[src/rtl/lane_fifo_port.sv]
module lane_fifo_port #(
  parameter int DEPTH = 16
) (
  input  logic        clk,
  input  logic        rst_n,
  input  logic        dat_we,
  input  logic        dat_re,
  input  logic [1:0]  lane,
  input  logic [7:0]  wdata,
  output logic [7:0]  rdata,
  input  logic        ctl_we,
  input  logic [7:0]  ctl_wdata,
  input  logic [4:0]  len_m1,
  output logic [31:0] status,
  output logic        tx_valid,
  output logic [31:0] tx_data,
  input  logic        tx_ready,
  input  logic        rx_valid,
  input  logic [31:0] rx_data,
  output logic        rx_ready
);
  localparam int AW = $clog2(DEPTH);
  localparam int CW = $clog2(DEPTH + 1);

  logic [31:0]   tx_mem [DEPTH];
  logic [31:0]   rx_mem [DEPTH];
  logic [AW-1:0] tx_wp, tx_rp, rx_wp, rx_rp;
  logic [CW-1:0] tx_cnt, rx_cnt;
  logic [31:8]   stage;
  logic [31:0]   hold;

  wire clr_rx  = ctl_we && ctl_wdata[2];
  wire clr_tx  = ctl_we && ctl_wdata[3];
  wire tx_full = (tx_cnt == CW'(DEPTH));
  wire rx_full = (rx_cnt == CW'(DEPTH));
  wire rx_emp  = (rx_cnt == '0);
  wire tx_push = dat_we && (lane == 2'd0) && !tx_full && !clr_tx;
  wire tx_pop  = tx_valid && tx_ready && !clr_tx;
  wire rx_push = rx_valid && rx_ready && !clr_rx;
  wire rx_pop  = dat_re && (lane == 2'd0) && !rx_emp && !clr_rx;

  wire [31:0] len_mask = 32'hFFFF_FFFF >> (5'd31 - len_m1);
  wire [31:0] head_rx  = rx_emp ? 32'h0 : (rx_mem[rx_rp] & len_mask);

  assign tx_valid = (tx_cnt != '0);
  assign tx_data  = tx_mem[tx_rp];
  assign rx_ready = !rx_full;
  assign status   = {15'b0, 5'(tx_cnt), 3'b0, 5'(rx_cnt), 2'b0, !tx_full, rx_full};

  always_ff @(posedge clk) begin
    if (tx_push) tx_mem[tx_wp] <= {stage, wdata};
    if (rx_push) rx_mem[rx_wp] <= rx_data;
  end

  always_ff @(posedge clk or negedge rst_n) begin
    if (!rst_n) begin
      tx_wp <= '0; tx_rp <= '0; tx_cnt <= '0;
    end else if (clr_tx) begin
      tx_wp <= '0; tx_rp <= '0; tx_cnt <= '0;
    end else begin
      if (tx_push) tx_wp <= (tx_wp == AW'(DEPTH - 1)) ? '0 : tx_wp + 1'b1;
      if (tx_pop)  tx_rp <= (tx_rp == AW'(DEPTH - 1)) ? '0 : tx_rp + 1'b1;
      tx_cnt <= tx_cnt + CW'(tx_push) - CW'(tx_pop);
    end
  end

  always_ff @(posedge clk or negedge rst_n) begin
    if (!rst_n) begin
      rx_wp <= '0; rx_rp <= '0; rx_cnt <= '0;
    end else if (clr_rx) begin
      rx_wp <= '0; rx_rp <= '0; rx_cnt <= '0;
    end else begin
      if (rx_push) rx_wp <= (rx_wp == AW'(DEPTH - 1)) ? '0 : rx_wp + 1'b1;
      if (rx_pop)  rx_rp <= (rx_rp == AW'(DEPTH - 1)) ? '0 : rx_rp + 1'b1;
      rx_cnt <= rx_cnt + CW'(rx_push) - CW'(rx_pop);
    end
  end

  always_ff @(posedge clk or negedge rst_n) begin
    if (!rst_n) begin
      stage <= '0;
      hold  <= '0;
      rdata <= '0;
    end else begin
      if (dat_we && lane != 2'd0) stage[8*lane +: 8] <= wdata;
      if (dat_re) begin
        if (lane == 2'd0) begin
          hold  <= head_rx;
          rdata <= head_rx[7:0];
        end else begin
          rdata <= hold[8*lane +: 8];
        end
      end
    end
  end

  AST_TX_BOUND: assert property (@(posedge clk) disable iff (!rst_n) tx_cnt <= CW'(DEPTH));
  AST_TX_DROP: assert property (@(posedge clk) disable iff (!rst_n)
    (dat_we && lane == 2'd0 && tx_full && !tx_ready && !ctl_we) |=> tx_full);
  AST_UPPER_NOPOP: assert property (@(posedge clk) disable iff (!rst_n)
    (dat_re && lane != 2'd0 && !rx_valid && !ctl_we) |=> $stable(rx_cnt));
  AST_EMPTY_POP: assert property (@(posedge clk) disable iff (!rst_n)
    (dat_re && lane == 2'd0 && rx_emp && !rx_valid) |=> (rx_cnt == '0 && rdata == 8'h0));
  AST_CLR_TX: assert property (@(posedge clk) disable iff (!rst_n)
    (ctl_we && ctl_wdata[3]) |=> !tx_valid);
  AST_CLR_RX: assert property (@(posedge clk) disable iff (!rst_n)
    (ctl_we && ctl_wdata[2]) |=> rx_ready && rx_emp);
  AST_RX_HOLD: assert property (@(posedge clk) disable iff (!rst_n)
    (!rx_ready && !dat_re && !ctl_we) |=> !rx_ready);
endmodule

[config.mk]
export PLATFORM = sky130hd
export DESIGN_NAME = lane_fifo_port
export DESIGN_NICKNAME = d
export VERILOG_FILES = /design/src/rtl/lane_fifo_port.sv
export SDC_FILE = /design/constraint.sdc
export NUM_CORES = 1
export LEC_CHECK = 0
export ABC_AREA = 1
export BUFFER_PORTS_ARGS = -buffer_cell sky130_fd_sc_hd__clkbuf_2
export CAP_MARGIN = 20
export CORE_AREA = 2 2 322 324
export DETAILED_ROUTE_END_ITERATION = 7
export DIE_AREA = 0 0 324 326
export HOLD_SLACK_MARGIN = 0.08
export PLACE_DENSITY_LB_ADDON = 0.2
export SLEW_MARGIN = 30
export SYNTH_ARGS = -nofsm -noshare
export SYNTH_HDL_FRONTEND = slang
export SYNTH_SLANG_ARGS = --single-unit
[constraint.sdc]
create_clock -name clk -period 3.62 [get_ports clk]
set_input_delay 0.362 -clock clk [delete_from_list [all_inputs] [get_ports clk]]
set_output_delay 0.362 -clock clk [all_outputs]
set_load 0.02 [all_outputs]
==> results by group <==
Placement
  – Placed Cells: 5325
  – Routability cong.: 0.832
  – Post-DP HPWL: 62900 um
  – # port buffers: 109

Route
  – Pre-antenna DRT Iters: 6
  – Initial drt markers: 2685
  – Vias/cell: 5.25
  – Routed vias: 29200
  – Remaining DRCs: 0
  – Drt wl/cell: 21.2 um
  – Final ANT Viol Nets: 0
  – Detailed Route WL: 118000 um

Pwr
  – Pwr/cell area: 647 nW/um^2
  – Sequential power share: 44.8%
  – Leakage: 19.8 nW
  – Clock power share: 34.5%
  – Switch share: 30.4%
  – Comb power frac: 20.7%
  – VDD IR max: 0.538 mV
  – Sw Pwr: 10.2 mW
  – P_int: 23.4 mW

Timing
  – Slew Viols, Final: 0
  – Final hold slack: 0.128 ns
  – Post-layout minimum cycle time: 3.35 ns
  – Max Clock Skew: 0.0272 ns
  – Slew @ Worst Pin: 0.995 ns
  – Setup repair after global routing missed its margin: no
  – Period utilization: 92.5%
  – Fmax: 299 MHz
  – Final Hold Fails: 0
  – Max-slew headroom: 33.6%
  – Final setup fails: 0

Floorplanning
  – # rows: 118
  – Initial Util: 44.5%
  – Die width: 324 um
  – Chip height: 326 um
  – Ports: 136
  – Core Region: 103000 um^2
  – Die area: 106000 um^2

Setup path
  – Critical Path Max Stage Delay: 0.56 ns
  – Crit Path Category: flip-flop to output port
  – Reg-to-reg endpoint: rx_cnt[4]$_DFF_PN0_
  – Worst setup SP type: flip-flop
  – RR Startpoint: rx_cnt[2]$_DFF_PN0_
  – Reg2Reg Depth: 17
  – FF-to-FF setup slack: 0.53 ns
  – CP Capture Type: output port
  – Crit Path Max Fanout: 43
  – CP arrival: 2.99 ns
  – WP data required: 3.26 ns
  – Slowest CP cell: dfrtp_4
  – CP Cell Sequence: buf_4 > nor2_4 > buf_12 > nand3_1 > nand2_1 > a21oi_1 > o21ai_1 > nand2_1 > clkbuf_2
  – CP most frequent cell: nand2_1

GRT
  – Initial antenna violation count: 10
  – First-pass GRT wire length: 175000 um
  – All-Layer GR Usage: 22.1%
  – GRT Residual Overflow: 0
  – Number of global-route vias before repair: 27500
  – Largest net degree at the start of global routing: 180

CTS
  – CTS tree: yes
  – Clk_lat worst skew: 0.70 ns
  – Sink Count: 1114
  – Num CTS Buffers: 115
  – Clock root cell: clkbuf_16
  – Reg clk slew, reported paths: 0.06 ns
  – Cts repair resizes: 0
  – Longest Clk Path Bufs: 3
  – H-tree lvl count: 3

Logic synthesis
  – Synthesized instance count: 3960
  – Largest area contributor in the netlist: edfxtp_1
  – Asr flop ratio synth: 8.08%
  – Synth warnings: 0
  – Ys flop type: edfxtp_1
  – Distinct cell type count after synthesis: 28
  – Avg Cell Area, Syn: 11.5 um^2
  – Seq/Total Area, Yosys: 72.3%
  – Syn Std Cell Area: 45600 um^2
  – Post-synth EDFFs: 1024
  – Post-synth top cells: nand2_1 (1137), edfxtp_1 (1024), nand3_1 (397)
  – #FFs+latches synth: 1114
  – Main area contributors after synthesis: edfxtp_1 (67%), nand2_1 (9.4%), dfrtp_1 (4.9%)
  – Post-synth top area share: 67.4%
  – Most numerous cell in the Yosys netlist: nand2_1

Worst hold path
  – Hold path cells: 1
  – Type of the worst min-delay path: input pin to flip-flop
  – Hold Crit Endpoint: rx_mem[4][20]$_DFFE_PP_
  – HP Start: rx_data[20]

Final layout
  – Area grow syn2layout: 13.9%
  – Nets@finish: 4178
  – Layout cells sized above 1: 9.82%
  – Non-filler cells, final: 5567

Run status
  – Outcome: finished clean

Flow run
  – # Max-Cap Violations: 0
[worst max path at each step]
| stage | end | slack (ns) | start | depth (start not counted) |
|---|---|---|---|---|
| after floorplan | tx_mem[3][0]$_DFFE_PP_ | -0.64 | lane[0] | 8 |
| after global placement | rx_cnt[4]$_DFF_PN0_ | 0.48 | lane[1] | 18 |
| after detailed placement | rx_cnt[4]$_DFF_PN0_ | 0.51 | lane[1] | 18 |
| after CTS | tx_data[13] | 0.20 | tx_rp[1]$_DFFE_PN0P_ | 9 |
| after global routing | tx_data[25] | 0.14 | tx_rp[1]$_DFFE_PN0P_ | 9 |
| final | tx_data[13] | 0.27 | tx_rp[1]$_DFFE_PN0P_ | 9 |
[state kept, by name, summed over array words and instances (netlist names)]
signal,count
hold,32
rdata,8
rx_cnt,5
rx_mem,512
rx_rp,4
rx_wp,4
stage,24
tx_cnt,5
tx_mem,512
tx_rp,4
tx_wp,4
[power groups by stage]
stage / logic (mW) / registers (mW) / clock network (mW)
after global placement: 6.95 / 15.3 / 0
final: 6.95 / 15.1 / 11.6
after floorplan: 4.48 / 15.3 / 0
after global routing: 7.69 / 15.1 / 12.3
after detailed placement: 7.01 / 15.3 / 0
after CTS: 7.06 / 15.1 / 11.8
[worst max-delay path, delay by kind of cell, from the launching register on]
| family | cells | cell delay [ns] |
|---|---|---|
| compound gates | 2 | 0.21 |
| simple gates | 4 | 0.50 |
| flops | 1 | 0.56 |
| buf+inv | 3 | 0.99 |
[through the flow]
stage / setup TNS (ns) / worst slack, ns / power, mW / instance area, um^2 / utilization [%]
after detailed placement: 0 / 0.510 / 22.3 / 48000 / 46.8
after floorplan: -61.16 / -0.637 / 19.8 / 45700 / -
after global placement: 0 / 0.484 / 22.3 / 48000 / 46.8
after CTS: 0 / 0.200 / 34.0 / 52000 / 50.7
after global routing: 0 / 0.141 / 35.1 / 52000 / 50.7
final: 0 / 0.272 / 33.7 / 52000 / 50.7
[placed cells by master (no fill, tap or decap), types with 28 or more instances in the layout]
cell type and n:
a21oi_1 129, o21ai_0 181, nor2_1 250, clkinv_1 31, clkbuf_2 108, clkbuf_16 119
nor2_4 28, nand3_1 397, nand2_1 1137, o22ai_1 60, buf_4 65, dfrtp_1 83
o21ai_1 98, inv_1 222, edfxtp_1 1024
[logic make-up (layout without fill, tap and decap cells)]
logic type	count (synthesis)	in the layout	synth area share, %
simple gates	1840	1840	16.4
fa+ha+maj	28	28	0.801
compound gates	509	509	5.91
buf+inv	464	669	4.53
flops	1114	1114	72.3
xor+xnor	4	4	0.0768
other cells	1	23	0.00822
[what timing repair did]
item                                   in CTS  in global routing
setup buffers                               0                  0
hold buffers                               26                  0
endpoints found under the hold margin     306                  0
[cell type report]
class	instances	area, um^2
fill	8915	50600
sequential	1114	33000
multi-input combinational	2401	10900
clock buffer	143	3100
timing repair buffer	223	1760
tap	1380	1730
inverter	233	890
clock inverter	70	608
antenna	3	7.51
[metal layers]
metal	GRT usage [%]	share of wire, %
met1	29.5	42
met2	37.9	50
met4	5.91	2.2
met3	3.26	5.5
met5	0	0.060
Power figures use the tool's default switching activity.
